### config.mk
export PLATFORM = sky130hd
export DESIGN_NAME = spis_frame_slave
export DESIGN_NICKNAME = d
export VERILOG_FILES = /design/src/rtl/spis_pkg.sv /design/src/rtl/spis_sync.sv /design/src/rtl/spis_buffer.sv /design/src/rtl/spis_irq.sv /design/src/rtl/spis_engine.sv /design/src/rtl/spis_frame_slave.sv
export SDC_FILE = /design/constraint.sdc
export NUM_CORES = 1
export LEC_CHECK = 0
export BUFFER_PORTS_ARGS = -buffer_cell sky130_fd_sc_hd__buf_4
export CORE_UTILIZATION = 56
export DETAILED_ROUTE_END_ITERATION = 10
export GPL_TIMING_DRIVEN = 0
export PLACE_DENSITY = 0.78
export SLEW_MARGIN = 10
export SYNTH_ARGS = -nofsm -noshare
export SYNTH_HDL_FRONTEND = slang
export SYNTH_SLANG_ARGS = --single-unit
export TNS_END_PERCENT = 5
### constraint.sdc
create_clock -name clk -period 3.5 [get_ports clk]
set_input_delay 0.175 -clock clk [delete_from_list [all_inputs] [get_ports clk]]
set_output_delay 0.175 -clock clk [all_outputs]
set_load 0.005 [all_outputs]
### src/rtl/spis_pkg.sv
package spis_pkg;

   localparam logic [7:0] OPC_STS_WR = 8'h01;
   localparam logic [7:0] OPC_BUF_WR = 8'h02;
   localparam logic [7:0] OPC_BUF_RD = 8'h03;
   localparam logic [7:0] OPC_STS_RD = 8'h04;

   localparam int EVB_XFER = 0;
   localparam int EVB_BWR  = 1;
   localparam int EVB_BRD  = 2;
   localparam int EVB_SWR  = 3;
   localparam int EVB_SRD  = 4;
   localparam int EV_COUNT = 5;

   typedef enum logic [2:0] {
      FK_NONE,
      FK_BWR,
      FK_BRD,
      FK_SWR,
      FK_SRD
   } frame_kind_t;

   function automatic frame_kind_t decode_op(input logic [7:0] op);
      case (op)
         OPC_BUF_WR: return FK_BWR;
         OPC_BUF_RD: return FK_BRD;
         OPC_STS_WR: return FK_SWR;
         OPC_STS_RD: return FK_SRD;
         default:    return FK_NONE;
      endcase
   endfunction

endpackage

### src/rtl/spis_sync.sv
module spis_sync #(
   parameter int           W       = 1,
   parameter int           STAGES  = 2,
   parameter logic [W-1:0] RST_VAL = '0
) (
   input  logic         clk,
   input  logic         rst_n,
   input  logic [W-1:0] d,
   output logic [W-1:0] q
);

   if (STAGES < 2) begin : g_bad_stages
      $error("spis_sync needs at least two stages");
   end

   logic [W-1:0] st [STAGES];

   always_ff @(posedge clk or negedge rst_n) begin
      if (!rst_n) begin
         for (int s = 0; s < STAGES; s++) st[s] <= RST_VAL;
      end else begin
         st[0] <= d;
         for (int s = 1; s < STAGES; s++) st[s] <= st[s-1];
      end
   end

   assign q = st[STAGES-1];

endmodule

### src/rtl/spis_buffer.sv
module spis_buffer #(
   parameter int  DATA_BYTES = 32,
   parameter bit  RD_REG     = 1'b1,
   localparam int WORDS      = DATA_BYTES / 4,
   localparam int AW         = $clog2(WORDS),
   localparam int IDX_W      = $clog2(DATA_BYTES)
) (
   input  logic             clk,
   input  logic             rst_n,
   input  logic             loc_we,
   input  logic [AW-1:0]    loc_addr,
   input  logic [31:0]      loc_wdata,
   output logic [31:0]      loc_rdata,
   input  logic             spi_we,
   input  logic [IDX_W-1:0] spi_idx,
   input  logic [7:0]       spi_wdata,
   output logic [7:0]       spi_rdata
);

   logic [31:0] mem [WORDS];

   // Local word write first, a same-cycle serial byte then overrides its lane.
   always_ff @(posedge clk or negedge rst_n) begin
      if (!rst_n) begin
         for (int w = 0; w < WORDS; w++) mem[w] <= '0;
      end else begin
         for (int w = 0; w < WORDS; w++) begin
            if (loc_we && loc_addr == AW'(w)) mem[w] <= loc_wdata;
            if (spi_we && spi_idx[IDX_W-1:2] == AW'(w))
               mem[w][8*spi_idx[1:0] +: 8] <= spi_wdata;
         end
      end
   end

   assign spi_rdata = mem[spi_idx[IDX_W-1:2]][8*spi_idx[1:0] +: 8];

   if (RD_REG) begin : g_rd_reg
      always_ff @(posedge clk or negedge rst_n) begin
         if (!rst_n) loc_rdata <= '0;
         else        loc_rdata <= mem[loc_addr];
      end
   end else begin : g_rd_comb
      assign loc_rdata = mem[loc_addr];
   end

endmodule

### src/rtl/spis_irq.sv
module spis_irq #(
   parameter int N = 5
) (
   input  logic         clk,
   input  logic         rst_n,
   input  logic [N-1:0] evt,
   input  logic [N-1:0] clr,
   input  logic [N-1:0] en,
   output logic [N-1:0] flags,
   output logic         irq
);

   always_ff @(posedge clk or negedge rst_n) begin
      if (!rst_n) flags <= '0;
      else        flags <= (flags & ~clr) | evt;
   end

   assign irq = |(flags & en);

endmodule

### src/rtl/spis_engine.sv
module spis_engine
   import spis_pkg::*;
#(
   parameter int  DATA_BYTES = 32,
   parameter int  HDR_BYTES  = 2,
   localparam int IDX_W      = $clog2(DATA_BYTES),
   localparam int CNT_W      = $clog2(HDR_BYTES + DATA_BYTES + 2)
) (
   input  logic                clk,
   input  logic                rst_n,
   input  logic                sclk_s,
   input  logic                cs_n_s,
   input  logic                mosi_s,
   input  logic [7:0]          rd_status,
   input  logic [7:0]          buf_rdata,
   output logic [IDX_W-1:0]    buf_idx,
   output logic                buf_we,
   output logic [7:0]          buf_wdata,
   output logic [7:0]          wr_status,
   output logic [EV_COUNT-1:0] evt,
   output logic                miso
);

   localparam logic [CNT_W-1:0] HDR_C = CNT_W'(HDR_BYTES);
   localparam logic [CNT_W-1:0] LEN_C = CNT_W'(HDR_BYTES + DATA_BYTES);
   localparam logic [CNT_W-1:0] STS_C = CNT_W'(2);
   localparam logic [CNT_W-1:0] MAX_C = CNT_W'(HDR_BYTES + DATA_BYTES + 1);

   logic             sclk_q, cs_q;
   logic [2:0]       bit_cnt;
   logic [CNT_W-1:0] byte_cnt;
   logic [6:0]       rx_sh;
   logic [7:0]       tx_sh;
   frame_kind_t      kind;

   logic             rise, fall, start, stop, byte_done, in_data;
   logic [7:0]       rx_byte, tx_load;
   logic [CNT_W-1:0] flen;

   assign rise      = sclk_s & ~sclk_q & ~cs_n_s;
   assign fall      = ~sclk_s & sclk_q & ~cs_n_s;
   assign start     = ~cs_n_s & cs_q;
   assign stop      = cs_n_s & ~cs_q;
   assign rx_byte   = {rx_sh, mosi_s};
   assign byte_done = rise && (bit_cnt == 3'd7);
   assign in_data   = (byte_cnt >= HDR_C) && (byte_cnt < LEN_C);

   assign buf_idx   = IDX_W'(byte_cnt - HDR_C);
   assign buf_we    = byte_done && (kind == FK_BWR) && in_data;
   assign buf_wdata = rx_byte;

   always_comb begin
      if (kind == FK_BRD && in_data)                        tx_load = buf_rdata;
      else if (kind == FK_SRD && byte_cnt == CNT_W'(1))     tx_load = rd_status;
      else                                                  tx_load = 8'h00;
   end

   always_comb begin
      case (kind)
         FK_BWR, FK_BRD: flen = LEN_C;
         FK_SWR, FK_SRD: flen = STS_C;
         default:        flen = '0;
      endcase
   end

   always_comb begin
      evt = '0;
      if (stop && bit_cnt == 3'd0 && kind != FK_NONE && byte_cnt == flen) begin
         evt[EVB_XFER] = 1'b1;
         case (kind)
            FK_BWR:  evt[EVB_BWR] = 1'b1;
            FK_BRD:  evt[EVB_BRD] = 1'b1;
            FK_SWR:  evt[EVB_SWR] = 1'b1;
            FK_SRD:  evt[EVB_SRD] = 1'b1;
            default: ;
         endcase
      end
   end

   always_ff @(posedge clk or negedge rst_n) begin
      if (!rst_n) begin
         sclk_q    <= 1'b0;
         cs_q      <= 1'b1;
         bit_cnt   <= '0;
         byte_cnt  <= '0;
         rx_sh     <= '0;
         tx_sh     <= '0;
         kind      <= FK_NONE;
         miso      <= 1'b0;
         wr_status <= '0;
      end else begin
         sclk_q <= sclk_s;
         cs_q   <= cs_n_s;
         if (start) begin
            bit_cnt  <= '0;
            byte_cnt <= '0;
            kind     <= FK_NONE;
            tx_sh    <= '0;
            miso     <= 1'b0;
         end
         if (stop) miso <= 1'b0;
         if (rise) begin
            rx_sh   <= rx_byte[6:0];
            bit_cnt <= bit_cnt + 3'd1;
            if (byte_done) begin
               if (byte_cnt != MAX_C) byte_cnt <= byte_cnt + 1'b1;
               if (byte_cnt == '0) kind <= decode_op(rx_byte);
               if (kind == FK_SWR && byte_cnt == CNT_W'(1)) wr_status <= rx_byte;
            end
         end
         if (fall) begin
            if (bit_cnt == 3'd0) begin
               miso  <= tx_load[7];
               tx_sh <= {tx_load[6:0], 1'b0};
            end else begin
               miso  <= tx_sh[7];
               tx_sh <= {tx_sh[6:0], 1'b0};
            end
         end
      end
   end

endmodule

### src/rtl/spis_frame_slave.sv
module spis_frame_slave
   import spis_pkg::*;
#(
   parameter int  DATA_BYTES  = 32,
   parameter int  SYNC_STAGES = 2,
   parameter bit  LOC_RD_REG  = 1'b1,
   localparam int AW          = $clog2(DATA_BYTES / 4)
) (
   input  logic                clk,
   input  logic                rst_n,
   input  logic                spi_sclk,
   input  logic                spi_cs_n,
   input  logic                spi_mosi,
   output logic                spi_miso,
   input  logic                loc_we,
   input  logic [AW-1:0]       loc_addr,
   input  logic [31:0]         loc_wdata,
   output logic [31:0]         loc_rdata,
   input  logic [7:0]          rd_status,
   output logic [7:0]          wr_status,
   input  logic [EV_COUNT-1:0] irq_en,
   input  logic [EV_COUNT-1:0] irq_clr,
   output logic [EV_COUNT-1:0] irq_flags,
   output logic                irq
);

   localparam int IDX_W = $clog2(DATA_BYTES);

   if (DATA_BYTES < 8 || (DATA_BYTES & (DATA_BYTES - 1)) != 0) begin : g_bad_size
      $error("DATA_BYTES must be a power of two of at least 8");
   end

   logic [2:0]          pins_s;
   logic [IDX_W-1:0]    buf_idx;
   logic                buf_we;
   logic [7:0]          buf_wdata, buf_rdata;
   logic [EV_COUNT-1:0] evt;

   spis_sync #(.W(3), .STAGES(SYNC_STAGES), .RST_VAL(3'b100)) u_sync (
      .clk   (clk),
      .rst_n (rst_n),
      .d     ({spi_cs_n, spi_sclk, spi_mosi}),
      .q     (pins_s)
   );

   spis_engine #(.DATA_BYTES(DATA_BYTES), .HDR_BYTES(2)) u_engine (
      .clk       (clk),
      .rst_n     (rst_n),
      .sclk_s    (pins_s[1]),
      .cs_n_s    (pins_s[2]),
      .mosi_s    (pins_s[0]),
      .rd_status (rd_status),
      .buf_rdata (buf_rdata),
      .buf_idx   (buf_idx),
      .buf_we    (buf_we),
      .buf_wdata (buf_wdata),
      .wr_status (wr_status),
      .evt       (evt),
      .miso      (spi_miso)
   );

   spis_buffer #(.DATA_BYTES(DATA_BYTES), .RD_REG(LOC_RD_REG)) u_buffer (
      .clk       (clk),
      .rst_n     (rst_n),
      .loc_we    (loc_we),
      .loc_addr  (loc_addr),
      .loc_wdata (loc_wdata),
      .loc_rdata (loc_rdata),
      .spi_we    (buf_we),
      .spi_idx   (buf_idx),
      .spi_wdata (buf_wdata),
      .spi_rdata (buf_rdata)
   );

   spis_irq #(.N(EV_COUNT)) u_irq (
      .clk   (clk),
      .rst_n (rst_n),
      .evt   (evt),
      .clr   (irq_clr),
      .en    (irq_en),
      .flags (irq_flags),
      .irq   (irq)
   );

endmodule

==> key figures, run 1 <==
Run status
  • Status: finished with violations
  • Failing checks: negative setup slack

Final layout
  • Fin util: between 60 and 70%
  • Nets@finish: 1722
  • Post-route cell area: 21500 um2
  • Layout area overhead: 15.3%
  • Ant. Diodes: 0
  • Layout cells sized above 1: 24.4%

Routing
  • DRC: 0
  • Wirelength per Cell: ~32 um
  • Initial drt markers: 2312
  • Routed WL: 68.5 mm
  • Total iterations of the first detailed-routing run: 6
  • Antenna viol nets, final: 0
  • Detailed-route via count: 16034
  • Vias per Instance: ~7.6

Power and ir drop
  • NetSw: 3.62 mW
  • Power share of the combinational group: 21.2%
  • Pwr Density: 560 nW/um2
  • Clock group share of total power: 33.4%
  • Leakage: just under 9 nW
  • Internal: 8.40 mW
  • Switching Fraction: 30.1%
  • Peak supply drop: roughly 0.46 mV
  • Register share of total power: 45.5%

CTS
  • Skew-Pair Late Insertion Delay: 550 ps
  • Clk root buf: clkbuf_16
  • Max H-tree Level: 2
  • Clock Sink Count: 336
  • CTS buffer count: 38
  • CTS tree: built
  • Max Root-Sink Buffers: 3
  • Clk slew on worst S/H paths: around 60 ps

Hold path
  • Hold path depth: 3
  • Min-delay src: rd_status[1]
  • HP Class: input port to register
  • Worst Hold Endpoint: u_engine.tx_sh[2]

Critical path
  • Max incr delay on CP: between 600 and 700 ps
  • Crit path max-delay family: simple AND/OR/NAND/NOR gates
  • R2R Path Start: u_engine.byte_cnt[4]
  • Critical path depth: 7
  • Critical path arrival: around 4000 ps
  • Worst-path cell chain: clkbuf_1 > nor4_1 > nor2_1 > nor4_4 > nand2_1 > nor2_2 > o22ai_1
  • Crit Path Category: register to register
  • Critical path's slowest cell: nor2_2
  • WP buf/inv: 1
  • CP Data Required Time: 3880 ps
  • Reg-to-Reg End: u_buffer.mem[12]
  • Startpoint Class: register
  • CP Max Fanout: 10
  • Worst setup EP type: register
  • Reg2Reg Setup Slack: -130 ps
  • Cells on worst reg2reg path: 7

Global route
  • Antenna violations before repair: 2
  • Grt ovf: 0
  • First-pass GRT wire length: between 100 and 150 mm
  • Vias in the first global route: ~16000
  • Total track usage: approximately two fifths
  • Largest net degree at the start of global routing: 111

Floorplan
  • Core ar.: 32600 um2
  • Die height: 184 um
  • Row Count: 66
  • I/O pins: 106
  • Initial Util: 57.1%
  • Die area: ~34000 um2
  • Die width: 184 um

Synthesis
  • Syn Std Cell Area: roughly 19000 um2
  • Post-synth cell types: 64
  • Yosys top cell by area: dfrtp_1
  • Mean post-synth cell area: 12.3 um2
  • Synth top area share: 44.7%
  • Syn Inst Count: 1520
  • Prevailing post-synth register cell: dfrtp_1
  • Post-synthesis sequential area ratio: a little under half
  • Post-synth EDFFs: 0
  • Post-synthesis net count: 1593
  • Synth top area cells: dfrtp_1, mux4_2, mux2i_1
  • Syn. warnings: 0
  • #FFs+latches synth: about 340
  • Async SR Flop Fraction: 100%

Timing
  • Slew @ Worst Pin: 1220 ps
  • Endpoints failing setup: 30
  • Worst relative slew slack: a little under a fifth
  • Tcrit/Tclk final: 104%
  • Max Freq: ~280 MHz
  • RSZ-0062 raised after global routing: true
  • Worst clock skew: approximately 28 ps
  • Minimum clock period after layout: 3630 ps
  • Final WS setup: -129 ps
  • Fin. Hold Viols: 0
  • Slew Limit Fails: 0

Placement
  • IO Port Bufs: 70
  • Pre-CTS setup slack: -2170 ps
  • Post-DP Area: roughly 20000 um2
  • RePlAce Congestion: approximately 1
  • Detailed Place HPWL: roughly 44 mm

Job
  • Maxcap violations: 0
==> layer usage <==
metal / part of all wire [%] / track usage, %
met3: 15 / 16.7
met4: 7.8 / 27.4
met2: 42 / 57.9
met5: 0.016 / 0
met1: 35 / 51.8
==> per-stage QoR <==
stage | setup TNS [ps] | hold slack, ps | instances | total power, mW
floorplan | 0 | -121 | 1520 | 6.85
global placement | -696330 | 285 | 2032 | 7.75
detailed placement | -384080 | 209 | 2037 | 7.89
CTS | 0 | 10.7 | 2117 | 11.9
global route | -666 | 33.6 | 2119 | 12.4
finish | -1690 | 12.7 | 2119 | 12.0
==> kinds of logic after synthesis <==
logic type | share of synthesized area [%]
AO/OA/AOI/OAI | 11.3
XOR/XNOR | 0.188
adder cells (fa/ha/maj) | 0.940
buffers and inverters | 3.53
flip-flops | 45.2
multiplexers | 32.4
AND/OR/NAND/NOR | 6.47
==> cells in the mapped netlist, types with 3 or more instances <==
library cell / count
a21oi_1: 10
a22oi_1: 5
a31oi_1: 5
and3_1: 4
buf_1: 47
buf_2: 13
buf_4: 9
clkbuf_1: 73
dfrtp_1: 333
dfstp_2: 3
ha_1: 14
inv_1: 18
mux2_2: 49
mux2i_1: 264
mux4_2: 125
nand2_1: 90
nand2b_1: 6
nand3_1: 12
nand3_2: 4
nand3b_1: 5
nand4_1: 8
nand4b_1: 3
nor2_1: 43
nor2_2: 20
nor3_1: 9
nor3b_1: 5
nor4_1: 6
o21ai_0: 18
o22ai_1: 265
o31ai_1: 3
or3_1: 4
==> cells in the final DEF, fill, tap and decap left out, types with 9 or more instances in the layout <==
master         count
clkbuf_1          74
a21oi_1           10
nor2_1            31
nand3_1           12
inv_1             18
mux2_2            49
ha_1              14
o22ai_1          264
mux4_2           125
o21ai_0           18
clkbuf_16         39
nor2_2            17
buf_1             44
nand2_1           89
buf_4             88
clkbuf_8           9
mux2i_1          262
dfrtp_1          332
dlygate4sd3_1      9
nor2_4            15
==> worst min-delay path: stages <==
cell and delay (ps):
buf_4 110, a221oi_2 60, o211ai_1 160
==> sequential cells by signal, summed over array words and instances, names as in the netlist <==
name	count
u_sync.st	3
u_engine.byte_cnt	6
u_engine.bit_cnt	3
u_sync.q	3
u_buffer.mem	256
u_engine.rx_sh	7
u_engine.tx_sh	7
u_engine.wr_status	8
u_buffer.loc_rdata	32
u_engine.sclk_q	1
u_engine.miso	1
u_engine.cs_q	1
u_engine.kind	3
u_irq.flags	5
==> power by group through the flow <==
stage	Combinational (mW)	Sequential, mW	Clock [mW]
3_3_place_gp	2.35	5.41	0
4_1_cts	2.47	5.41	4.00
2_1_floorplan	1.69	5.16	0
5_1_grt	2.71	5.53	4.15
6_report	2.54	5.47	4.01
3_5_place_dp	2.43	5.45	0
==> how the worst max path moves through the flow <==
| stage | endpoint | slack, ps | start |
|---|---|---|---|
| floorplan | u_engine.miso | 50 | u_engine.byte_cnt[1] |
| global placement | u_engine.tx_sh[4] | -2170 | u_engine.byte_cnt[1] |
| detailed placement | u_engine.tx_sh[4] | -2170 | u_engine.byte_cnt[1] |
| CTS | u_engine.tx_sh[1] | 10 | u_engine.byte_cnt[4] |
| global route | u_buffer.mem[10] | -70 | u_engine.byte_cnt[3] |
| finish | u_buffer.mem[12] | -130 | u_engine.byte_cnt[4] |
==> final cells by class <==
type / instances / area (um2)
Fill cell: 2416 / 11100
Clock buffer: 57 / 1110
Inverter: 20 / 80.1
Tap cell: 442 / 553
Clock inverter: 11 / 128
Multi-Input combinational cell: 1022 / 9760
Sequential cell: 336 / 8410
Buffer: 141 / 657
Timing Repair Buffer: 90 / 773
==> timing repair <==
item / 4_1_cts / 5_1_grt
resized for setup: 63 / 9
hold endpoints to repair: 81 / 0
setup buffers: 3 / 2
gates cloned: 0 / 0
setup endpoints to repair: 264 / 143
hold buffers: 9 / 0
pin swaps: 0 / 0
Note: power is estimated with default switching activity, not from simulation.
==> inputs of run 2 (changes only) <==
--- a/config.mk
+++ b/config.mk
@@ -6,7 +6,9 @@
 export NUM_CORES = 1
 export LEC_CHECK = 0
 export BUFFER_PORTS_ARGS = -buffer_cell sky130_fd_sc_hd__buf_4
-export CORE_UTILIZATION = 56
+export CELL_PAD_IN_SITES_DETAIL_PLACEMENT = 1
+export CELL_PAD_IN_SITES_GLOBAL_PLACEMENT = 1
+export CORE_UTILIZATION = 46
 export DETAILED_ROUTE_END_ITERATION = 10
 export GPL_TIMING_DRIVEN = 0
 export PLACE_DENSITY = 0.78
==> key figures, run 2 (same netlist as run 1, synthesis figures left out) <==
Routing
  • Met2 WL: 33.7 mm
  • M1 WL: roughly 29 mm
  • DR top layer: met5
  • DRC: 0
  • Detailed-route via count: 15854
  • Initial drt markers: around 2100
  • Antenna viol nets, final: 0
  • Vias per Instance: 7.17
  • Routed WL: 76.3 mm
  • Wirelength per Cell: ~35 um
  • Met3 WL: 8.56 mm
  • Total iterations of the first detailed-routing run: 5

Job
  • Maxcap violations: 0

Global route
  • Largest net degree at the start of global routing: 93
  • Total track usage: between 30% and 40%
  • Vias in the first global route: 16434
  • Antenna violations before repair: 4
  • Grt ovf: 0
  • First-pass GRT wire length: 113 mm

Timing
  • Max Freq: 285 MHz
  • RSZ-0062 raised after global routing: true
  • Worst clock skew: 19.8 ps
  • Fin. Hold Viols: 0
  • Final WS setup: -9.05 ps
  • Minimum clock period after layout: 3510 ps
  • Post-route setup TNS: -9.05 ps
  • Tcrit/Tclk final: 100%
  • Slew @ Worst Pin: 1370 ps
  • Endpoints failing setup: 1
  • Worst relative slew slack: under 10%
  • Slew Limit Fails: 0
  • Hold Slack: 41.8 ps

Final layout
  • Layout area overhead: 16.2%
  • Post-route cell area: 21700 um2
  • Commonest non-fill, non-tap cells in the layout: dfrtp_1, o22ai_1, mux2i_1
  • Non-filler instance count after layout: 2212
  • Largest regs: u_buffer.mem (256), u_buffer.loc_rdata (32), u_engine.wr_status (8)
  • Most common cell after layout, fill and taps aside: dfrtp_1
  • Max reg flops: 256
  • Layout cells sized above 1: 24.7%
  • Most flops, register: u_buffer.mem
  • Fill cells: between 4000 and 5000
  • Nets@finish: 1726

CTS
  • CTS tree: built
  • CTS buffer count: 40
  • Clk root buf: clkbuf_16
  • Clk slew on worst S/H paths: 60 ps
  • Max H-tree Level: 2
  • Clock Sink Count: 336
  • Max Root-Sink Buffers: 3
  • Skew-Pair Late Insertion Delay: 570 ps

Power and ir drop
  • Leakage: 8.84 nW
  • Pwr Density: 566 nW/um2
  • Peak supply drop: about 0.34 mV
  • Power Total: 12.2 mW

Floorplan
  • Die height: 203 um
  • I/O pins: 106
  • Die width: 203 um
  • Initial Util: 46.8%
  • Core ar.: approximately 40000 um2
  • Row Count: 73
  • Die area: ~41000 um2

Critical path
  • CP Max Fanout: 10
  • Worst setup EP type: register
  • Critical path arrival: 3980 ps
  • CP Data Required Time: 3970 ps
  • Startpoint Class: register
  • Crit Path Category: register to register

Placement
  • RePlAce Congestion: between 0.9 and 1
  • Post-DP Area: 19900 um2
  • IO Port Bufs: 70
  • Post-Place Cells: 2120
  • Detailed Place HPWL: roughly 50 mm

Hold path
  • HP Class: input port to register

Run status
  • Failing checks: negative setup slack
  • Status: finished with violations
==> run 2: metrics by stage <==
| stage | setup slack (ps) | utilization, % |
|---|---|---|
| floorplan | 49.4 | - |
| global placement | -2350 | 49.7 |
| detailed placement | -2510 | 50.1 |
| CTS | -49.7 | 54.2 |
| global route | -62.6 | 54.3 |
| finish | -9.05 | 54.4 |
==> run 2: cell type report <==
class	instances	area [um2]	area share, %
tap	525	657	3.03
sequential	336	8410	38.9
inverter	20	80.1	0.370
clock inverter	5	31.3	0.144
multi-input combinational	1022	9780	45.2
clock buffer	66	1240	5.73
antenna	5	12.5	0.0578
timing repair buffer	92	788	3.64
buffer	141	653	3.02
==> run 2: routing by layer <==
metal | global-route usage [%] | vias to the layer above
met5 | 0 | -
met4 | 24.5 | 6
met3 | 11.0 | 337
met2 | 54.5 | 1119
met1 | 49.0 | 8169
li1 | - | 6223
==> run 2: report_power, final <==
part / total, mW / internal, mW / leakage [nW] / switching (mW)
Sequential: 5.51 / 4.70 / 3.88 / 0.815
Clock: 4.14 / 2.41 / 0.623 / 1.74
Combinational: 2.59 / 1.35 / 4.33 / 1.24
Total: 12.2 / 8.46 / 8.84 / 3.79
==> run 2: worst paths after layout <==
kind | from | to | slack, ps | depth (start not counted)
max | u_engine.byte_cnt[3] | u_buffer.mem[126] | -9 | 7
min | rd_status[7] | u_engine.miso | 40 | 3
min reg2reg | u_sync.st[3] | u_sync.q[0] | 350 | 0
min in group asynchronous | rst_n | u_buffer.loc_rdata[14] | 180 | 2
max reg2reg | u_engine.byte_cnt[3] | u_buffer.mem[126] | -9 | 7
max in group asynchronous | rst_n | u_buffer.mem[158] | 2310 | 3
==> run 2: what timing repair did <==
| item | CTS | global route |
|---|---|---|
| gates cloned | 0 | 0 |
| hold endpoints to repair | 88 | 0 |
| hold buffers | 12 | 0 |
| setup buffers | 3 | 2 |
| setup endpoints to repair | 264 | 228 |
| resized for setup | 70 | 17 |
==> run 2: critical path, cell delays in order, from the launching register on <==
cell and delay [ps]:
dfrtp_1 470, buf_2 250, nor4_1 490, nor2_1 360, nor4_4 560, nand3_2 460, clkbuf_1 490, o22ai_1 320
==> inputs of run 3 (changes only) <==
--- a/config.mk
+++ b/config.mk
@@ -6,12 +6,10 @@
 export NUM_CORES = 1
 export LEC_CHECK = 0
 export BUFFER_PORTS_ARGS = -buffer_cell sky130_fd_sc_hd__buf_4
-export CELL_PAD_IN_SITES_DETAIL_PLACEMENT = 1
-export CELL_PAD_IN_SITES_GLOBAL_PLACEMENT = 1
-export CORE_UTILIZATION = 46
+export CORE_UTILIZATION = 30
 export DETAILED_ROUTE_END_ITERATION = 10
 export GPL_TIMING_DRIVEN = 0
-export PLACE_DENSITY = 0.78
+export PLACE_DENSITY = 0.48
 export SLEW_MARGIN = 10
 export SYNTH_ARGS = -nofsm -noshare
 export SYNTH_HDL_FRONTEND = slang
==> key figures, run 3 (same netlist as run 1, synthesis figures left out) <==
Power and ir drop
  • Power Total: about 12 mW
  • NetSw: 3.75 mW
  • Switching Fraction: 30.3%
  • Leakage: approximately 9 nW
  • Register share of total power: 44.0%
  • Clock group share of total power: 35.4%
  • Power share of the combinational group: 20.6%
  • Internal: between 8 and 9 mW
  • Pwr Density: 555 nW/um2
  • Peak supply drop: 0.297 mV

Run status
  • Status: finished, final reports clean

Placement
  • Detailed Place HPWL: roughly 51 mm
  • RePlAce Congestion: 0.936
  • IO Port Bufs: 70
  • Pre-CTS setup slack: -2350 ps

Timing
  • Slew Limit Fails: 0
  • Hold Slack: 44.6 ps
  • Fin. Hold Viols: 0
  • Max Freq: about 290 MHz
  • Worst relative slew slack: 12.3%
  • Worst clock skew: 26.2 ps
  • Slew @ Worst Pin: 1320 ps
  • Final WS setup: 11.3 ps
  • Minimum clock period after layout: 3490 ps
  • Endpoints failing setup: 0
  • RSZ-0062 raised after global routing: true
  • Tcrit/Tclk final: 99.7%

Critical path
  • Cells on worst reg2reg path: 8
  • Startpoint Class: register
  • CP Data Required Time: 3920 ps
  • Critical path arrival: between 3000 and 4000 ps
  • Worst setup EP type: register
  • Reg2Reg Setup Slack: 10 ps
  • CP Max Fanout: 10
  • R2R Path Start: u_engine.byte_cnt[4]
  • Reg-to-Reg End: u_buffer.mem[156]
  • Crit Path Category: register to register

Final layout
  • Most common cell after layout, fill and taps aside: dfrtp_1
  • Most flops, register: u_buffer.mem
  • Commonest non-fill, non-tap cells in the layout: dfrtp_1, o22ai_1, mux2i_1
  • Nets@finish: 1736
  • Max reg flops: 256
  • Largest regs: u_buffer.mem (256), u_buffer.loc_rdata (32), u_engine.wr_status (8)
  • Layout area overhead: 19.7%
  • Layout cells sized above 1: between 20% and 30%

Floorplan
  • Die height: 251 um
  • I/O pins: roughly 110
  • Die area: 63100 um2
  • Die width: 251 um
  • Core ar.: 60800 um2
  • Initial Util: 30.6%
  • Row Count: 90

Global route
  • Vias in the first global route: 15049
  • Total track usage: 24.7%
  • First-pass GRT wire length: roughly 110 mm
  • Antenna violations before repair: 6
  • Largest net degree at the start of global routing: 94
  • Grt ovf: 0

Hold path
  • HP Class: input port to register
  • Worst Hold Endpoint: u_engine.tx_sh[7]
  • Min-delay src: rd_status[6]
  • Hold path depth: 4

Routing
  • Total iterations of the first detailed-routing run: 5
  • Detailed-route via count: 15188
  • Initial drt markers: about 1900
  • DRC: 0
  • Wirelength per Cell: 31.7 um
  • Routed WL: 78.4 mm
  • Vias per Instance: 6.14
  • Antenna viol nets, final: 0

Job
  • Maxcap violations: 0

CTS
  • Skew-Pair Late Insertion Delay: 590 ps
  • Clock Sink Count: 336
  • CTS buffer count: 41
  • Clk slew on worst S/H paths: 70 ps
  • Max Root-Sink Buffers: 3
  • CTS tree: built
  • Clk root buf: clkbuf_16
  • Max H-tree Level: 2
run 3: cell types whose count changed in the layout (fill, tap and decap cells not counted), moves of 3 or more:
cell / previous run / this run
clkbuf_4: 2 / 5
buf_12: 0 / 8
clkbuf_1: 74 / 70
clkbuf_2: 11 / 8
diode_2: 5 / 2
nor2_4: 21 / 24
nand3_2: 4 / 1
nand3_4: 0 / 3
run 3: power groups by stage:
stage	combinational (mW)	sequential [mW]	clock (mW)
floorplan	1.69	5.16	0
global placement	2.44	5.46	0
detailed placement	2.50	5.48	0
CTS	2.54	5.42	4.44
global route	2.74	5.53	4.58
finish	2.55	5.44	4.38
run 3: repair_timing:
action | in CTS | in global routing
hold buffers | 13 | 0
hold endpoints to repair | 99 | 0
resized for setup | 85 | 19
pin swaps | 7 | 0
endpoints found under the setup margin | 264 | 178
buffers inserted | 11 | 0
run 3: per-layer routing:
layer / vias up / share of wire (%) / global-route usage, %
met5: - / 0.057 / 0
met4: 6 / 4.5 / 11.3
met3: 191 / 8.7 / 5.39
met2: 840 / 44 / 36.9
met1: 7915 / 43 / 34.2
li1: 6236 / - / -
run 3: final cells by class:
| cell class | count | area (um2) |
|---|---|---|
| diodes | 2 | 5.00 |
| fillers | 5968 | 38500 |
| well taps | 782 | 978 |
| multi-input cells | 1022 | 9840 |
| flip-flops and latches | 336 | 8410 |
| clock inverters | 6 | 97.6 |
| repair buffers | 100 | 946 |
| clock buffers | 64 | 1240 |
| inverters | 20 | 81.3 |
| plain buffers | 142 | 689 |
run 3: how the worst max path moves through the flow:
stage / startpoint / end / slack (ps) / cells past startpoint
after global placement: u_engine.byte_cnt[1] / u_engine.tx_sh[7] / -2430 / 11
final: u_engine.byte_cnt[4] / u_buffer.mem[156] / 10 / 8
after global routing: u_engine.byte_cnt[4] / u_buffer.mem[157] / -80 / 8
after detailed placement: u_engine.byte_cnt[1] / u_engine.tx_sh[7] / -2350 / 11
after floorplan: u_engine.byte_cnt[1] / u_engine.miso / 50 / 9
after CTS: u_engine.byte_cnt[1] / u_engine.tx_sh[5] / -9 / 12
run 3: stage by stage:
step / utilization [%] / instance area [um2] / std cells / TNS, ps
2_1_floorplan: - / 18600 / 1520 / 0
3_3_place_gp: 33.1 / 20100 / 2372 / -901880
3_5_place_dp: 33.3 / 20300 / 2377 / -394960
4_1_cts: 36.5 / 22200 / 2471 / -9.32
5_1_grt: 36.7 / 22300 / 2473 / -654
6_report: 36.7 / 22300 / 2474 / 0
run 3: worst max-delay path, stage by stage, from the launching register on:
cell	delay, ps
dfrtp_1	360
clkbuf_1	530
nor4_2	150
or2_1	240
buf_4	200
nor4_4	470
nand2_1	500
nor2_2	690
o22ai_1	190
